==> src/rtl/irq_pkg.sv <==
package irq_pkg;
  localparam int N_SRC = 8;
  // bit positions shared by event, flag and enable vectors
  localparam int SRC_TXB   = 7;
  localparam int SRC_RXB   = 6;
  localparam int SRC_ADRB  = 5;
  localparam int SRC_STOP  = 4;
  localparam int SRC_RSTRT = 3;
  localparam int SRC_A1WS  = 2;
  localparam int SRC_A2WS  = 1;
  localparam int SRC_MBYTE = 0;

  function automatic logic [N_SRC-1:0] w2c_mask();
    logic [N_SRC-1:0] m;
    m = '1;
    m[SRC_TXB] = 1'b0;
    m[SRC_RXB] = 1'b0;
    return m;
  endfunction
endpackage

==> src/rtl/irq_flag_cell.sv <==
module irq_flag_cell #(
  parameter bit CLEAR_BY_STROBE = 1'b0
) (
  input  logic clk,
  input  logic rst,
  input  logic set_i,
  input  logic wr_clr_i,
  input  logic strobe_clr_i,
  output logic q_o
);
  logic clr;
  assign clr = CLEAR_BY_STROBE ? strobe_clr_i : wr_clr_i;

  always_ff @(posedge clk) begin
    if (rst)        q_o <= 1'b0;
    else if (set_i) q_o <= 1'b1;   // set beats clear
    else if (clr)   q_o <= 1'b0;
  end
endmodule

==> src/rtl/irq_flag_bank.sv <==
module irq_flag_bank
  import irq_pkg::*;
#(
  parameter int N = N_SRC
) (
  input  logic         clk,
  input  logic         rst,
  input  logic [N-1:0] evt_i,
  input  logic         flag_we,
  input  logic [N-1:0] flag_wdata,
  input  logic         txbuf_wr_i,
  input  logic         rxbuf_rd_i,
  output logic [N-1:0] flags_o
);
  logic [N-1:0] wr_clr;
  assign wr_clr = {N{flag_we}} & ~flag_wdata;

  for (genvar i = 0; i < N; i++) begin : g_bit
    if (i == SRC_TXB) begin : g_tx
      irq_flag_cell #(.CLEAR_BY_STROBE(1'b1)) u_cell (
        .clk(clk), .rst(rst), .set_i(evt_i[i]), .wr_clr_i(wr_clr[i]),
        .strobe_clr_i(txbuf_wr_i), .q_o(flags_o[i]));
    end else if (i == SRC_RXB) begin : g_rx
      irq_flag_cell #(.CLEAR_BY_STROBE(1'b1)) u_cell (
        .clk(clk), .rst(rst), .set_i(evt_i[i]), .wr_clr_i(wr_clr[i]),
        .strobe_clr_i(rxbuf_rd_i), .q_o(flags_o[i]));
    end else begin : g_w2c
      irq_flag_cell #(.CLEAR_BY_STROBE(1'b0)) u_cell (
        .clk(clk), .rst(rst), .set_i(evt_i[i]), .wr_clr_i(wr_clr[i]),
        .strobe_clr_i(1'b0), .q_o(flags_o[i]));
    end
  end
endmodule

==> src/rtl/irq_en_reg.sv <==
module irq_en_reg #(
  parameter int N = 8
) (
  input  logic         clk,
  input  logic         rst,
  input  logic         en_we,
  input  logic [N-1:0] en_wdata,
  output logic [N-1:0] en_o
);
  always_ff @(posedge clk) begin
    if (rst)        en_o <= '0;
    else if (en_we) en_o <= en_wdata;
  end
endmodule

==> src/rtl/irq_line_drv.sv <==
module irq_line_drv #(
  parameter int N = 8
) (
  input  logic         clk,
  input  logic         rst,
  input  logic [N-1:0] flags_i,
  input  logic [N-1:0] en_i,
  output logic         irq_n_o
);
  logic any_req;
  assign any_req = |(flags_i & en_i);

  always_ff @(posedge clk) begin
    if (rst) irq_n_o <= 1'b1;
    else     irq_n_o <= ~any_req;
  end
endmodule

==> src/rtl/irq_flag_unit.sv <==
module irq_flag_unit
  import irq_pkg::*;
#(
  parameter int N = N_SRC
) (
  input  logic         clk,
  input  logic         rst,
  input  logic [N-1:0] evt_i,
  input  logic         flag_we,
  input  logic [N-1:0] flag_wdata,
  input  logic         en_we,
  input  logic [N-1:0] en_wdata,
  input  logic         txbuf_wr_i,
  input  logic         rxbuf_rd_i,
  output logic [N-1:0] flags_o,
  output logic [N-1:0] en_o,
  output logic         irq_n_o
);
  irq_flag_bank #(.N(N)) u_flags (
    .clk(clk), .rst(rst), .evt_i(evt_i), .flag_we(flag_we),
    .flag_wdata(flag_wdata), .txbuf_wr_i(txbuf_wr_i),
    .rxbuf_rd_i(rxbuf_rd_i), .flags_o(flags_o));

  irq_en_reg #(.N(N)) u_en (
    .clk(clk), .rst(rst), .en_we(en_we), .en_wdata(en_wdata), .en_o(en_o));

  irq_line_drv #(.N(N)) u_line (
    .clk(clk), .rst(rst), .flags_i(flags_o), .en_i(en_o), .irq_n_o(irq_n_o));
endmodule

==> config.mk <==
export PLATFORM = sky130hd
export DESIGN_NAME = irq_flag_unit
export DESIGN_NICKNAME = d
export VERILOG_FILES = /design/src/rtl/irq_pkg.sv /design/src/rtl/irq_flag_cell.sv /design/src/rtl/irq_flag_bank.sv /design/src/rtl/irq_en_reg.sv /design/src/rtl/irq_line_drv.sv /design/src/rtl/irq_flag_unit.sv
export SDC_FILE = /design/constraint.sdc
export NUM_CORES = 1
export LEC_CHECK = 0
export CAP_MARGIN = 20
export CORE_AREA = 2 2 48 50
export CTS_CLUSTER_SIZE = 28
export DETAILED_ROUTE_END_ITERATION = 6
export DIE_AREA = 0 0 50 52
export DONT_BUFFER_PORTS = 1
export GPL_TIMING_DRIVEN = 0
export PLACE_DENSITY_LB_ADDON = 0.1
export SYNTH_ARGS = -nofsm -noshare
export SYNTH_HDL_FRONTEND = slang
export SYNTH_SLANG_ARGS = --single-unit
==> constraint.sdc <==
create_clock -name clk -period 0.8 [get_ports clk]
set_input_delay 0.12 -clock clk [delete_from_list [all_inputs] [get_ports clk]]
set_output_delay 0.12 -clock clk [all_outputs]
set_load 0.02 [all_outputs]
Yosys cells after proc, flatten, opt, wreduce, memory -nomap -nowiden
Cells that the tools add are included.

Bits in registers: 17. Output and inout port bits: 17. Word-level logic and storage cells: 39.

Multiplexer cells: 16. Bitwise operators: 4. Reduce and logical (&&, ||, !) cells: 9.

Operators by type and width (count): $mux W1 (16); $reduce_bool A2 Y1 (8); $and A8 B8 Y8 (1); $reduce_or A8 Y1 (1); $and A6 B6 Y6 (1); $not A6 Y6 (1); $not A1 Y1 (1).

Depth between registers and ports, before layout
Depth in word-level cells: 4. Gate-level depth with buffers: 3. Gate-level depth less buffers: 3.

Cells and area by module
Synthesis repeated with hierarchy kept, for this count alone.

Cell total of the unflattened synthesis: 73. Area total of the unflattened synthesis: 709.4 um^2.

By module, submodules not included: irq_flag_cell (instances 8, cells each 4, area each 38.8 um^2, seq. area each 20.0 um^2); irq_en_reg (instances 1, cells each 26, area each 285.3 um^2, seq. area each 160.2 um^2); irq_line_drv (instances 1, cells each 6, area each 60.1 um^2, seq. area each 20.0 um^2); irq_flag_bank (instances 1, cells each 9, area each 53.8 um^2, seq. area each 0.0 um^2).

Worst setup path before layout
No wires, ideal clock.

Path type: flip-flop to flip-flop. From: reg u_en.en_o[2]. To: reg u_line.irq_n_o. Arrival: 785 ps. Path slack: -101 ps. Stages on the path, launching flop included: 3. Path buffers: 0. Clock period less this slack: 901 ps. Cell sequence: dfxtp_1 a22oi_1 a41o_1.

Cells in the longest elaborated chain, start to end: 3.

Ends and longest elaborated chain: start, declared (line irq_en_reg.sv:8) `output logic [N-1:0] en_o`; start signal, assigned (line irq_en_reg.sv:12) `else if (en_we) en_o <= en_wdata;`; $and A8 B8 Y8 (line irq_line_drv.sv:11) `assign any_req = |(flags_i & en_i);`; $reduce_or A8 Y1 (line irq_line_drv.sv:11); $not A1 Y1 (line irq_line_drv.sv:15) `else irq_n_o <= ~any_req;`; end signal, assigned (line irq_line_drv.sv:15); end, declared (line irq_line_drv.sv:8) `output logic irq_n_o`.

Every way passes these cells. A chain may end at the register's enable or synchronous reset.

Worst setup path after layout
From: reg u_flags.g_bit[7].g_tx.u_cell.q_o. To: out flags_o[7].

RTL lines: start, declared (line irq_flag_cell.sv:9) `output logic q_o`; start signal, assigned (line irq_flag_cell.sv:15) `if (rst) q_o <= 1'b0;`; start signal, assigned (line irq_flag_cell.sv:16) `else if (set_i) q_o <= 1'b1;`; start signal, assigned (line irq_flag_cell.sv:17) `else if (clr) q_o <= 1'b0;`; end, declared (line irq_flag_unit.sv:15) `output logic [N-1:0] flags_o,`.

No word-level cell between the ends.

==> reports/qor.tcl <==
set qor(run_status) {finished with violations}
set qor(failed_checks) {setup timing}
set qor(area_share_of_the_leading_cell_type_in_the_synthesized_netlist) 0.487
set qor(layout_setup_ws_ns) -0.0869
set qor(largest_net_degree_at_the_start_of_global_routing) 11
set qor(synth.cell_area_um2) 699
set qor(worst_ir_drop_on_vdd_v) 0.000893
set qor(final-max-slew-violation-count) 0
set qor(cp_max_fo) 3
set qor(tightest_slew_ns) 0.203
set qor(cp_data_required_time_ns) 0.68
set qor(critical_path_buffers_and_inverters) 1
set qor(powerDensity_nw_per_um2) 1680
set qor(hold_violations) 0
set qor(synth.largest_area_cell) {dfxtp_1}
set qor(globalRouteOverflowTotal) 0
set qor(number_of_remaining_drc_errors) 0
set qor(crit_path_cell_trace) {buf_6}
set qor(final_layout_size_suffix_gt1_frac) 0.392
set qor(detail_route.iter0.violations) 6
set qor(timing.critical_path.from_type) {register}
set qor(synth_seq_cells) 17
set qor(core.rowCount) 17
set qor(detail_route.vias_per_cell) 4.58
set qor(vias) 572
set qor(initial_antenna_violation_count) 0
set qor(synth.distinct_cells) 10
set qor(synthArstFlopShare) 0
set qor(power_share_of_the_sequential_group) 0.565
set qor(post-synth-top-count-cell) {dfxtp_1}
set qor(yosys_most_used_dff) {dfxtp_1}
set qor(detailedRoute.firstPassIterationCount) 3
set qor(drv_cap) 0
set qor(grt_use_total) 0.133
set qor(placed_cells_incl_taps) 101
set qor(critical_path_arrival_ns) 0.77
set qor(vertical_extent_of_the_die_um) 52
set qor(syn2layout_area_growth_pct) 48.1
set qor(critical-path-top-delay-family) {flip-flops}
set qor(clk_transition_reported_paths_ns) 0.10
set qor(cts.htree.levels) 1
set qor(setup_viol_count_final) 16
set qor(clock-skew-final_ns) 0.00421
set qor(cell_with_the_biggest_individual_delay_on_the_critical_path) {dfxtp_2}
set qor(synth_area_leaders) {dfxtp_1 (49%), mux2i_1 (11%), buf_4 (8.6%), nor2_1 (8.6%), a21oi_1 (5.7%)}
set qor(switchingPower_uw) 465
set qor(synth-edff-count) 0
set qor(synth_seq_area_share) 0.487
set qor(cts_buffers) 3
set qor(wl_per_cell_um) 12.7
set qor(p_leak_uw) 0.000442
set qor(power_report.internal_total_uw) 1280
set qor(antenna_cells) 0
set qor(detail_route.wirelength_um) 1590
set qor(clk-insertion-delay-late_ns) 0.28
set qor(yosys_warnings) 0
set qor(worst_slew_margin_rel) 0.864
set qor(core_um2) 2110
set qor(finish.net_count) 128
set qor(post_synthesis_cells) 73
set qor(switching_share) 0.267
set qor(synth.top_cells.by_count) {dfxtp_1 (17), nor2_1 (16), a21oi_1 (8), buf_4 (8), mux2i_1 (8)}
set qor(floorplan.die_area_um2) 2600
set qor(grt_pass1_wl_um) 2460
set qor(timing_worst_setup_path_type) {register to output port}
set qor(relative_contribution_of_combinational_cells_to_total_power) 0.180
set qor(tritoncts) {yes}
set qor(fmaxAchievable_ghz) 1.13
set qor(clock-sinks) 17
set qor(clock_share_of_power) 0.255
set qor(clock_path_buffers) 2
set qor(initial_utilization) 0.332
set qor(boundaryPins) 47
set qor(setup-tns-final_ns) -0.641
set qor(tightest_hold_check_type) {primary input to register}
set qor(hpwlAfterDp_um) 1090
set qor(ant_nets) 0
set qor(clock_tree.root_cell) {clkbuf_4}
set qor(timing.critical_path.slowest_cell_delay_ns) 0.36
set qor(fillerInstances) 208
set qor(io_buffers) 0
set qor(sort_of_element_at_the_end_of_the_critical_path) {output port}
set qor(mappedNetlistNets) 103
set qor(place.gp.congestion) 0.601
set qor(dieWidth_um) 50
set qor(finalCritPeriodShare) 1.11
set qor(layout_min_cycle_time_ns) 0.887
set qor(synth_area_per_cell_um2) 9.58
set qor(grt_setup_unrepaired) {yes}
set qor(final_cell_count_no_fill) 125
set qor(number_of_global_route_vias_before_repair) 560
set qor(design_power_total_uw) 1740
-- layer usage --
layer | track usage | part of all wire
met1 | 0.151 | 0.43
met4 | 0.0833 | 0.0082
met2 | 0.221 | 0.51
met3 | 0.0345 | 0.052
met5 | 0 | 0
-- layout by cell type (no fill, tap or decap) --
cell and n:
clkbuf_4 3, mux2i_1 8, buf_6 11, inv_1 2
clkinv_2 1, a41o_1 1, a22oi_2 2, buf_4 4
dfxtp_2 8, a22oi_1 2, a21oi_1 8, nand2b_1 6
nor2_1 16, dlygate4sd3_1 16, dfxtp_4 9
-- cell type report --
class | count | area [µm²] | area share
flip-flops and latches | 17 | 384 | 0.371
plain buffers | 11 | 124 | 0.120
well taps | 28 | 35.0 | 0.0338
inverters | 2 | 7.51 | 0.00725
clock inverters | 1 | 5.00 | 0.00483
repair buffers | 20 | 190 | 0.184
clock buffers | 3 | 22.5 | 0.0217
multi-input cells | 43 | 268 | 0.258
-- final timing paths --
| kind | end | slack, ns | startpoint | cells past startpoint |
|---|---|---|---|---|
| max reg2reg | u_line.irq_n_o$_SDFF_PP1_ | -0.04 | u_flags.g_bit[6].g_rx.u_cell.q_o$_SDFFE_PP0P_ | 3 |
| min reg2reg | u_flags.g_bit[1].g_w2c.u_cell.q_o$_SDFFE_PP0P_ | 0.51 | u_flags.g_bit[1].g_w2c.u_cell.q_o$_SDFFE_PP0P_ | 2 |
| max | flags_o[7] | -0.09 | u_flags.g_bit[7].g_tx.u_cell.q_o$_SDFFE_PP0P_ | 1 |
| min | u_en.en_o[3]$_SDFFE_PP0P_ | 0.01 | rst | 2 |
-- flip-flops by register name, indices dropped and copies added (netlist names) --
name,flops
u_en.en_o,8
u_flags.g_bit.g_rx.u_cell.q_o,1
u_flags.g_bit.g_tx.u_cell.q_o,1
u_flags.g_bit.g_w2c.u_cell.q_o,6
u_line.irq_n_o,1
-- power groups by stage --
stage / combinational, µW / clock, µW / sequential (µW)
floorplan: 187 / 0 / 993
global placement: 206 / 0 / 1010
detailed placement: 208 / 0 / 1010
CTS: 314 / 477 / 984
global route: 342 / 527 / 994
finish: 313 / 443 / 984
-- timing repair --
item	4_1_cts	5_1_grt
setup endpoints to repair	18	18
setup buffers	4	0
pin swaps	0	1
hold buffers	16	0
gates resized for setup	25	1
endpoints found under the hold margin	16	0
-- kinds of logic (layout without fill, tap and decap cells) --
family | Yosys count | in the layout | synth area share
buffers and inverters | 13 | 37 | 0.145
flip-flops | 17 | 17 | 0.487
multiplexers | 8 | 8 | 0.114
AND/OR/NAND/NOR | 22 | 22 | 0.140
AO/OA/AOI/OAI | 13 | 13 | 0.114
-- per-stage QoR --
| stage | area (µm²) | utilization | hold slack [ns] | setup slack (ns) |
|---|---|---|---|---|
| after floorplan | 714 | - | 0.237 | 0.0110 |
| after detailed placement | 749 | 0.356 | 0.247 | -0.0319 |
| after global routing | 1040 | 0.492 | 0.00118 | -0.136 |
| after global placement | 749 | 0.356 | 0.239 | -0.0410 |
| final | 1040 | 0.492 | 0.0118 | -0.0869 |
| after CTS | 1030 | 0.490 | 0.00200 | -0.102 |
No activity file was read; power rests on OpenSTA's default activity.
